===== config.mk =====
export PLATFORM = sky130hd
export DESIGN_NAME = flash_row_writer
export DESIGN_NICKNAME = d
export VERILOG_FILES = /design/src/rtl/flash_row_pkg.sv /design/src/rtl/flash_row_datapath.sv /design/src/rtl/flash_row_control.sv /design/src/rtl/flash_row_writer.sv
export SDC_FILE = /design/constraint.sdc
export NUM_CORES = 1
export LEC_CHECK = 0
export BUFFER_PORTS_ARGS = -buffer_cell sky130_fd_sc_hd__buf_2
export CAP_MARGIN = 20
export CORE_UTILIZATION = 45
export DETAILED_ROUTE_END_ITERATION = 16
export PLACE_DENSITY = 0.7
export SYNTH_ARGS = -nofsm -noshare
export SYNTH_HDL_FRONTEND = slang
export SYNTH_SLANG_ARGS = --single-unit

===== constraint.sdc =====
create_clock -name clk -period 2.93 [get_ports clk]
set_clock_uncertainty 0.05 [all_clocks]
set_input_delay 0.293 -clock clk [delete_from_list [all_inputs] [get_ports clk]]
set_output_delay 0.293 -clock clk [all_outputs]
set_load 0.02 [all_outputs]

===== src/rtl/flash_row_pkg.sv =====
package flash_row_pkg;

  // strobes from control to datapath, one per datapath action
  typedef struct packed {
    logic ptrLoad;
    logic latchWrite;
    logic postInc;
    logic commit;
    logic erase;
  } dpStrobe_t;

  typedef enum logic [1:0] {
    UNL_IDLE  = 2'd0,
    UNL_HALF  = 2'd1,
    UNL_ARMED = 2'd2
  } unlockState_t;

  localparam logic [7:0] UNLOCK_KEY_A = 8'h55;
  localparam logic [7:0] UNLOCK_KEY_B = 8'hAA;
  localparam logic [1:0] WEAR_LIMIT   = 2'd2;

endpackage


===== src/rtl/flash_row_datapath.sv =====
module flash_row_datapath
  import flash_row_pkg::*;
#(
  parameter int ROW_BYTES = 64,
  parameter int PTR_W     = 9,
  localparam int IDX_W    = $clog2(ROW_BYTES),
  localparam int ROW_W    = PTR_W - IDX_W
) (
  input  logic                   clk,
  input  logic                   rst_n,
  input  dpStrobe_t              strobe,
  input  logic [PTR_W-1:0]       ptrWrData,
  input  logic [7:0]             latWrData,
  input  logic [ROW_W-1:0]       eraseRow,
  output logic [PTR_W-1:0]       ptrQ,
  output logic [ROW_W-1:0]       progRow,
  output logic [ROW_BYTES*8-1:0] progData,
  output logic                   rowWorn
);

  localparam int NUM_ROWS = 1 << ROW_W;

  logic [ROW_W-1:0] ptrRow;
  logic [IDX_W-1:0] ptrIdx;
  logic [1:0]       wearCnt [NUM_ROWS];

  assign ptrRow = ptrQ[PTR_W-1:IDX_W];
  assign ptrIdx = ptrQ[IDX_W-1:0];

  // table pointer with optional post-increment
  always_ff @(posedge clk or negedge rst_n) begin
    if (!rst_n) ptrQ <= '0;
    else if (strobe.ptrLoad) ptrQ <= ptrWrData;
    else if (strobe.latchWrite && strobe.postInc) ptrQ <= ptrQ + 1'b1;
  end

  // staging buffer, one byte register per slot
  for (genvar i = 0; i < ROW_BYTES; i++) begin : g_slot
    logic [7:0] slotQ;
    always_ff @(posedge clk or negedge rst_n) begin
      if (!rst_n) slotQ <= '0;
      else if (strobe.latchWrite && ptrIdx == IDX_W'(i)) slotQ <= latWrData;
    end
    assign progData[i*8 +: 8] = slotQ;
  end

  // per-row program count since erase, saturating at the wear limit
  for (genvar r = 0; r < NUM_ROWS; r++) begin : g_wear
    always_ff @(posedge clk or negedge rst_n) begin
      if (!rst_n) wearCnt[r] <= '0;
      else if (strobe.erase && eraseRow == ROW_W'(r)) wearCnt[r] <= '0;
      else if (strobe.commit && ptrRow == ROW_W'(r) && wearCnt[r] != WEAR_LIMIT)
        wearCnt[r] <= wearCnt[r] + 2'd1;
    end

    p_wear_cap_r10 : assert property (@(posedge clk) disable iff (!rst_n)
      wearCnt[r] <= WEAR_LIMIT);
  end

  assign rowWorn = (wearCnt[ptrRow] == WEAR_LIMIT);

  // target row latched at the start of a commit
  always_ff @(posedge clk or negedge rst_n) begin
    if (!rst_n) progRow <= '0;
    else if (strobe.commit) progRow <= ptrRow;
  end

  p_buffer_keep_r9 : assert property (@(posedge clk) disable iff (!rst_n)
    !strobe.latchWrite |=> $stable(progData));

  p_commit_not_worn_r10 : assert property (@(posedge clk) disable iff (!rst_n)
    strobe.commit |-> !rowWorn);

endmodule


===== src/rtl/flash_row_control.sv =====
module flash_row_control
  import flash_row_pkg::*;
#(
  parameter int PROG_CYCLES = 80000,
  localparam int TMR_W      = $clog2(PROG_CYCLES + 1)
) (
  input  logic       clk,
  input  logic       rst_n,
  input  logic       ptrWrEn,
  input  logic       latWrEn,
  input  logic       latPostInc,
  input  logic       ctlWrEn,
  input  logic       ctlWren,
  input  logic       ctlStart,
  input  logic       unlockWrEn,
  input  logic [7:0] unlockWrData,
  input  logic       eraseReq,
  input  logic       rowWorn,
  output dpStrobe_t  strobe,
  output logic       busy,
  output logic       done,
  output logic       reject
);

  unlockState_t unlState, unlNext;
  logic             wrenQ;
  logic [TMR_W-1:0] timer;
  logic             idle, ctlHit, unlHit, otherHit, startOk;

  assign idle     = !busy;
  // one register write per cycle; pointer, table, control, unlock in that priority
  assign ctlHit   = idle && !ptrWrEn && !latWrEn && ctlWrEn;
  assign unlHit   = idle && !ptrWrEn && !latWrEn && !ctlWrEn && unlockWrEn;
  assign otherHit = idle && (ptrWrEn || latWrEn || ctlWrEn);
  assign startOk  = ctlHit && ctlStart && wrenQ && (unlState == UNL_ARMED);

  always_comb begin
    strobe            = '0;
    strobe.ptrLoad    = idle && ptrWrEn;
    strobe.latchWrite = idle && !ptrWrEn && latWrEn;
    strobe.postInc    = latPostInc;
    strobe.commit     = startOk && !rowWorn;
    strobe.erase      = idle && eraseReq;
  end

  // unlock sequencer: exact key order, anything else falls back to idle
  always_comb begin
    unlNext = unlState;
    if (otherHit) begin
      unlNext = UNL_IDLE;
    end else if (unlHit) begin
      if (unlState == UNL_IDLE && unlockWrData == UNLOCK_KEY_A) unlNext = UNL_HALF;
      else if (unlState == UNL_HALF && unlockWrData == UNLOCK_KEY_B) unlNext = UNL_ARMED;
      else unlNext = UNL_IDLE;
    end
  end

  always_ff @(posedge clk or negedge rst_n) begin
    if (!rst_n) unlState <= UNL_IDLE;
    else        unlState <= unlNext;
  end

  always_ff @(posedge clk or negedge rst_n) begin
    if (!rst_n)      wrenQ <= 1'b0;
    else if (ctlHit) wrenQ <= ctlWren;
  end

  // program timer and completion
  always_ff @(posedge clk or negedge rst_n) begin
    if (!rst_n) begin
      busy   <= 1'b0;
      timer  <= '0;
      done   <= 1'b0;
      reject <= 1'b0;
    end else begin
      done   <= 1'b0;
      reject <= startOk && rowWorn;
      if (busy) begin
        if (timer == '0) begin
          busy <= 1'b0;
          done <= 1'b1;
        end else begin
          timer <= timer - 1'b1;
        end
      end else if (strobe.commit) begin
        busy  <= 1'b1;
        timer <= TMR_W'(PROG_CYCLES - 1);
      end
    end
  end

  p_timer_end_r6 : assert property (@(posedge clk) disable iff (!rst_n)
    busy && timer == '0 |=> !busy && done);

  p_done_pulse_r8 : assert property (@(posedge clk) disable iff (!rst_n)
    done |=> !done);

  p_start_armed_r4 : assert property (@(posedge clk) disable iff (!rst_n)
    $rose(busy) |-> $past(unlState == UNL_ARMED && wrenQ && ctlWrEn));

  p_reject_idle_r10 : assert property (@(posedge clk) disable iff (!rst_n)
    reject |-> !busy);

endmodule


===== src/rtl/flash_row_writer.sv =====
module flash_row_writer
  import flash_row_pkg::*;
#(
  parameter int ROW_BYTES   = 64,
  parameter int PTR_W       = 9,
  parameter int PROG_CYCLES = 80000,
  localparam int IDX_W      = $clog2(ROW_BYTES),
  localparam int ROW_W      = PTR_W - IDX_W
) (
  input  logic                   clk,
  input  logic                   rst_n,
  input  logic                   ptrWrEn,
  input  logic [PTR_W-1:0]       ptrWrData,
  input  logic                   latWrEn,
  input  logic [7:0]             latWrData,
  input  logic                   latPostInc,
  input  logic                   ctlWrEn,
  input  logic                   ctlWren,
  input  logic                   ctlStart,
  input  logic                   unlockWrEn,
  input  logic [7:0]             unlockWrData,
  input  logic                   eraseReq,
  input  logic [ROW_W-1:0]       eraseRow,
  output logic [PTR_W-1:0]       ptrOut,
  output logic                   flashStall,
  output logic                   progReq,
  output logic [ROW_W-1:0]       progRow,
  output logic [ROW_BYTES*8-1:0] progData,
  output logic                   progDone,
  output logic                   progReject
);

  dpStrobe_t strobe;
  logic      busy, rowWorn;

  flash_row_control #(.PROG_CYCLES(PROG_CYCLES)) u_ctrl (
    .clk(clk), .rst_n(rst_n),
    .ptrWrEn(ptrWrEn), .latWrEn(latWrEn), .latPostInc(latPostInc),
    .ctlWrEn(ctlWrEn), .ctlWren(ctlWren), .ctlStart(ctlStart),
    .unlockWrEn(unlockWrEn), .unlockWrData(unlockWrData),
    .eraseReq(eraseReq), .rowWorn(rowWorn),
    .strobe(strobe), .busy(busy), .done(progDone), .reject(progReject)
  );

  flash_row_datapath #(.ROW_BYTES(ROW_BYTES), .PTR_W(PTR_W)) u_dp (
    .clk(clk), .rst_n(rst_n), .strobe(strobe),
    .ptrWrData(ptrWrData), .latWrData(latWrData), .eraseRow(eraseRow),
    .ptrQ(ptrOut), .progRow(progRow), .progData(progData), .rowWorn(rowWorn)
  );

  assign flashStall = busy;
  assign progReq    = busy;

  p_frozen_r6 : assert property (@(posedge clk) disable iff (!rst_n)
    flashStall && $past(flashStall) |-> $stable(ptrOut) && $stable(progData) && $stable(progRow));

endmodule


# [Word level (Yosys, flattened, before mapping)]
# Cells that the tools add are included.
[totals] regBits=563 word_cells=345 in_bits=38
[op_classes] magnitude_cmp=1 n_eq_ne=91 n_bitwise=1 reduce_logical=129 mux=33 addsub=10
[ops] op="6-bit == test, second input constant" n=32
[ops] op="1-bit logical AND" n=105
[ops] op="6-bit by 5-bit == test with 1-bit output, second input constant" n=16
[ops] op="17-bit 2-to-1 mux" n=3
[ops] op="6-bit by 4-bit == test with 1-bit output, second input constant" n=8
[ops] op="2-bit 2-to-1 mux" n=22
[ops] op="3-bit == test, second input constant" n=8
[ops] op="6-bit by 3-bit == test with 1-bit output, second input constant" n=4
[ops] op="2-bit nonzero test" n=11
[ops] op="9-bit 2-to-1 mux" n=2
[ops] op="2-bit inequality test, second input constant" n=9
[ops] op="17-bit zero test" n=1
[ops] op="17-bit by 1-bit subtractor with 17-bit output, second input constant" n=1
[ops] op="2-bit by 1-bit adder with 2-bit output, second input constant" n=8
[ops] op="3-bit by 2-bit == test with 1-bit output, second input constant" n=4
[ops] op="6-bit by 2-bit == test with 1-bit output, second input constant" n=2
[ops] op="9-bit by 1-bit adder with 9-bit output, second input constant" n=1
[ops] op="8-bit by 7-bit == test with 1-bit output, second input constant" n=1
[ops] op="8-bit == test, second input constant" n=1
[ops] op="2-bit binary-select mux with 3-bit select" n=1
[ops] op="3-bit by 1-bit == test with 1-bit output, second input constant" n=2
[ops] op="6-bit by 1-bit == test with 1-bit output, second input constant" n=1
[ops] op="3-bit zero test" n=2
[ops] op="6-bit zero test" n=1
[ops] op="9 further kinds" n=19

# [Depth between registers and ports, before layout]
[logic_depth] ltp_word=12 ltp_mapped=8

# [Modules after synthesis]
# Synthesis repeated with hierarchy kept, for this count alone.
[unflattened] cells_unflattened=1518 area_unflattened_um2=22938.2
[modules_own_cells] mod="flash_row_datapath" cells_each=1374 seq_area_each_um2=13513.0 instances=1 area_each_um2=21592.0
[modules_own_cells] mod="flash_row_control" cells_each=143 seq_area_each_um2=575.6 instances=1 area_each_um2=1338.8
[modules_own_cells] mod="flash_row_writer" cells_each=1 seq_area_each_um2=0.0 instances=1 area_each_um2=7.5

# [Worst setup path before layout]
# No wires, ideal clock.
[synth_path] kind="register to register" start="reg u_ctrl.busy" end="reg u_dp.wearCnt[4] (netlist bit)" slack_ns=0.409 required_time_ns=2.753 arrival_ns=2.344 path_stages_with_launch=7 n_path_buf=1 path_cell_list="dfrtp_1 -> or4b_4 -> or3_4 -> o2bb2a_4 -> buf_6 -> or4_4 -> mux2i_1"
[synth_via] elab_chain_len=11
[synth_lines] element="start: declaration" line="flash_row_control.sv:20" text="output logic busy,"
[synth_lines] element="start signal: assignment" line="flash_row_control.sv:71" text="busy <= 1'b0;"
[synth_lines] element="start signal: assignment" line="flash_row_control.sv:80" text="busy <= 1'b0;"
[synth_lines] element="start signal: assignment" line="flash_row_control.sv:86" text="busy <= 1'b1;"
[synth_lines] element="1-bit zero test *" line="flash_row_control.sv:30" text="assign idle = !busy;"
[synth_lines] element="1-bit logical AND (3 in series)" line="flash_row_control.sv:32" text="assign ctlHit = idle && !ptrWrEn && !latWrEn && ctlWrEn;"
[synth_lines] element="1-bit logical AND (3 in series)" line="flash_row_control.sv:35" text="assign startOk = ctlHit && ctlStart && wrenQ && (unlState == UNL_ARMED);"
[synth_lines] element="1-bit logical AND" line="flash_row_control.sv:42" text="strobe.commit = startOk && !rowWorn;"
[synth_lines] element="1-bit logical AND (2 in series)" line="flash_row_datapath.sv:52" text="else if (strobe.commit && ptrRow == ROW_W'(r) && wearCnt[r] != WEAR_LIMIT)"
[synth_lines] element="2-bit nonzero test (no line)"
[synth_lines] element="end signal: indexed assignment" line="flash_row_datapath.sv:53" text="wearCnt[r] <= wearCnt[r] + 2'd1;"
[synth_lines] element="end: declaration" line="flash_row_datapath.sv:25" text="logic [1:0] wearCnt [NUM_ROWS];"
# Mark *: on every way between the ends. The rest lies on a longest branch, timed or not.
# A chain may end at the register's enable or synchronous reset.

# [Final worst setup path]
[layout_path] start="in unlockWrData[7]" end="reg u_ctrl.unlState[0]"
[layout_via] elab_chain_len=5
[layout_lines] element="start: declaration" line="flash_row_writer.sv:21" text="input logic [7:0] unlockWrData,"
[layout_lines] element="8-bit by 7-bit == test with 1-bit output" line="flash_row_control.sv:52" text="if (unlState == UNL_IDLE && unlockWrData == UNLOCK_KEY_A) unlNext = UNL_HALF;"
[layout_lines] element="1-bit logical AND" line="flash_row_control.sv:52"
[layout_lines] element="2-bit 2-to-1 mux" line="flash_row_control.sv:52"
[layout_lines] element="2-bit 2-to-1 mux" line="flash_row_control.sv:51" text="end else if (unlHit) begin"
[layout_lines] element="2-bit 2-to-1 mux" line="flash_row_control.sv:49" text="if (otherHit) begin"
[layout_lines] element="end signal: assignment" line="flash_row_control.sv:60" text="else unlState <= unlNext;"
[layout_lines] element="end: declaration" line="flash_row_control.sv:25" text="unlockState_t unlState, unlNext;"
# No other way between the ends. The select of a mux whose other input is x is not followed.

==> summary.md <==
| Metric | Value |
|---|---|
| Effective utilization at floorplan | 45.6% |
| Maximum vdd drop | 0.528 mV |
| Worst hold-check path type | in -> reg |
| Setup crit end kind | flip-flop |
| Final setup margin | 0.173 ns |
| Reg area | 0.0141 mm^2 |
| Share of cells above drive strength 1 | 58.1% |
| Die Wd | 225 um |
| Total power per unit cell area | 570 mW/mm^2 |
| CTS resizes | 0 |
| CTS Sinks | 563 |
| Worst path slowest cell | dlygate4sd3_1 |
| HPWL Detailed | 46800 um |
| Fillers | 3909 |
| Gr usage total | 27.2% |
| Dpl ws | 0.304 ns |
| Chip height | 225 um |
| Primary FF master, synth | dfrtp_1 |
| DR iter-0 viols | 937 |
| Initial antenna violation count | 3 |
| Startpoint types | primary input |
| Avg Vias per Cell | 5.38 |
| Root Driver | clkbuf_16 |
| Synth area leaders | dfrtp_1 63%, mux2_2 26%, clkbuf_1 1.3% |
| Latest clock arrival within the worst-skew pair | 0.60 ns |
| Remaining antenna violation count | 0 |
| H-tree Lvls | 2 |
| Final min period | 2.76 ns |
| P_leak | 15.9 nW |
| Clock slew at reported path FFs | 0.06 ns |
| Final Setup Violations | 0 |
| Synth unique cells | 54 |
| # IOs | 566 |
| Number of buffers added on ports | 565 |
| Post-synth EDFFs | 0 |
| CP max stage delay | 0.62 ns |
| Synth Register Bits | 563 |
| GP Congestion | 0.843 |
| CP most frequent cell | dlygate4sd3_1 |
| Avg Cell Area, Syn | 14.8 um^2 |
| Global route overflow | 0 |
| Kind of critical path | in -> reg |
| Status | finished, final reports clean |
| Synth-to-layout area growth | 27.4% |
| DRT Pass-1 Iters | 5 |
| Cells after Synth | 1508 |
| Most numerous cell in the Yosys netlist | dfrtp_1 |
| Final Routed Wirelength | 68900 um |
| Number of global-route vias before repair | 16078 |
| Largest net degree at the start of global routing | 71 |
| Slew headroom | 34.6% |
| Nets | 2181 |
| Total CTS buffers | 57 |
| Crit-path cells | dlygate4sd3_1 > buf_2 > nor4bb_1 > dlygate4sd3_1 > nand3_1 > dlygate4sd3_1 > a21oi_1 > dlygate4sd3_1 |
| Core area | 0.0490 mm^2 |
| Seq/Total Area, Yosys | 63.2% |
| Part of the cycle the worst path needs | 94.1% |
| Global-route wire length before repair | 102000 um |
| CP required | 3.41 ns |
| Share of flip-flops with an asynchronous set or reset | 100% |
| Post-route DRC | 0 |
| Post-route setup TNS | 0 ns |
| Avg WL per Cell | 24.2 um |
| Max-Cap Viols | 0 |
| Die ar. | 0.0504 mm^2 |
| Fmax achieved | 363 MHz |
| Synth Cell Area | 0.0223 mm^2 |
| Final hold vios | 0 |
| Mapped Nets | 1560 |
| Worst-Margin Slew | 0.982 ns |
| CP Data Arrival Time | 3.24 ns |
| Cell Rows | 81 |
| Area occupied by multi-input gates | 0.00779 mm^2 |
| Top cell types by occurrence after synthesis | 563 x dfrtp_1, 515 x mux2_2, 75 x clkbuf_1 |
| Hold Slack | 0.0458 ns |
| Ys Warns | 0 |
| Max-slew violations | 0 |
| Post-synth top area share | 63.2% |
| Vias post-DR | 15290 |
| CTS tree | yes |
| Unrepaired setup endpoints after global routing | no |
| Max clock buf depth | 3 |
| Synth area leader | dfrtp_1 |
| Critical path peak fanout | 2 |
kinds of logic after synthesis:
| group | after synthesis | synth area share, % |
|---|---|---|
| buf+inv | 108 | 1.92 |
| mux | 521 | 26.4 |
| flops | 563 | 63.2 |
| simple gates | 230 | 5.26 |
| fa+ha+maj | 14 | 0.786 |
| compound gates | 51 | 1.63 |
| xor+xnor | 21 | 0.825 |
registers in the layout (all words and copies together) (netlist names):
name / count
u_dp.progRow: 3
u_ctrl.wrenQ: 1
u_ctrl.timer: 17
u_ctrl.busy: 1
u_dp.ptrQ: 9
u_dp.g_slot.slotQ: 512
u_ctrl.reject: 1
u_dp.wearCnt: 16
u_ctrl.unlState: 2
u_ctrl.done: 1
area by class of cell:
class                      instances  share of cell area (%)
timing repair buffer             651                    12.9
sequential                       563                    49.6
clock buffer                      87                    6.16
antenna                            2                  0.0176
inverter                          19                   0.260
tap                              664                    2.92
clock inverter                    18                   0.771
multi-input combinational        837                    27.4
power breakdown:
group	switching [mW]	internal, mW
Combinational	0.563	0.210
Clock	3.06	4.46
Sequential	0.0536	7.85
final timing paths:
| kind | start | to | slack, ns | cells after the start |
|---|---|---|---|---|
| max | unlockWrData[7] | u_ctrl.unlState[0]$_DFFE_PN0P_ | 0.17 | 8 |
| min | ctlWrEn | u_ctrl.unlState[1]$_DFFE_PN0P_ | 0.05 | 4 |
| max reg2reg | u_ctrl.timer[11]$_DFFE_PN0P_ | u_ctrl.timer[16]$_DFFE_PN0P_ | 0.29 | 6 |
| min reg2reg | u_dp.progRow[0]$_DFFE_PN0P_ | u_dp.progRow[0]$_DFFE_PN0P_ | 0.44 | 2 |
| max in group asynchronous | rst_n | u_dp.g_slot[53].slotQ[7]$_DFFE_PN0P_ | 1.75 | 3 |
| min in group asynchronous | rst_n | u_dp.g_slot[20].slotQ[5]$_DFFE_PN0P_ | 0.22 | 2 |
critical path: cells and delay by family:
kind / cells / cell delay [ns]
buffers and inverters: 5 / 2.42
AND/OR/NAND/NOR: 2 / 0.39
AO/OA/AOI/OAI: 1 / 0.14
stage by stage:
stage | power [mW] | area (um^2) | std cells | utilization, %
floorplan | 8.33 | 22300 | 1508 | -
global placement | 8.79 | 26300 | 2717 | 53.7
detailed placement | 8.81 | 26300 | 2717 | 53.7
CTS | 16.4 | 28400 | 2839 | 58.0
global route | 16.7 | 28400 | 2840 | 58.0
finish | 16.2 | 28400 | 2841 | 58.0
timing repair:
action / 4_1_cts / 5_1_grt
hold buffers: 17 / 0
endpoints found under the setup margin: 0 / 0
hold endpoints to repair: 75 / 0
setup buffers: 0 / 0
metal layers:
layer  up-vias  wire length (um)  track usage [%]  share of wire (%)
li1       6537                 -                -                  -
met1      8044             28100             34.6                 41
met2       582             33700             45.2                 49
met3       127              4690             6.23                6.8
met4         0              2350             10.2                3.4
met5         -                 0                0                  0
cells in the final DEF, fill, tap and decap left out, types with 17 or more instances in the layout:
master / synthesis / layout
buf_2: 2 / 564
clkbuf_8: 0 / 19
inv_1: 18 / 18
dfrtp_1: 563 / 563
nor2_1: 67 / 67
dlygate4sd3_1: 0 / 17
buf_4: 1 / 59
nand3_1: 29 / 29
clkbuf_16: 0 / 58
nand2_1: 47 / 47
o21ai_0: 17 / 17
mux2_2: 515 / 515
(Power assumes the default switching activity.)
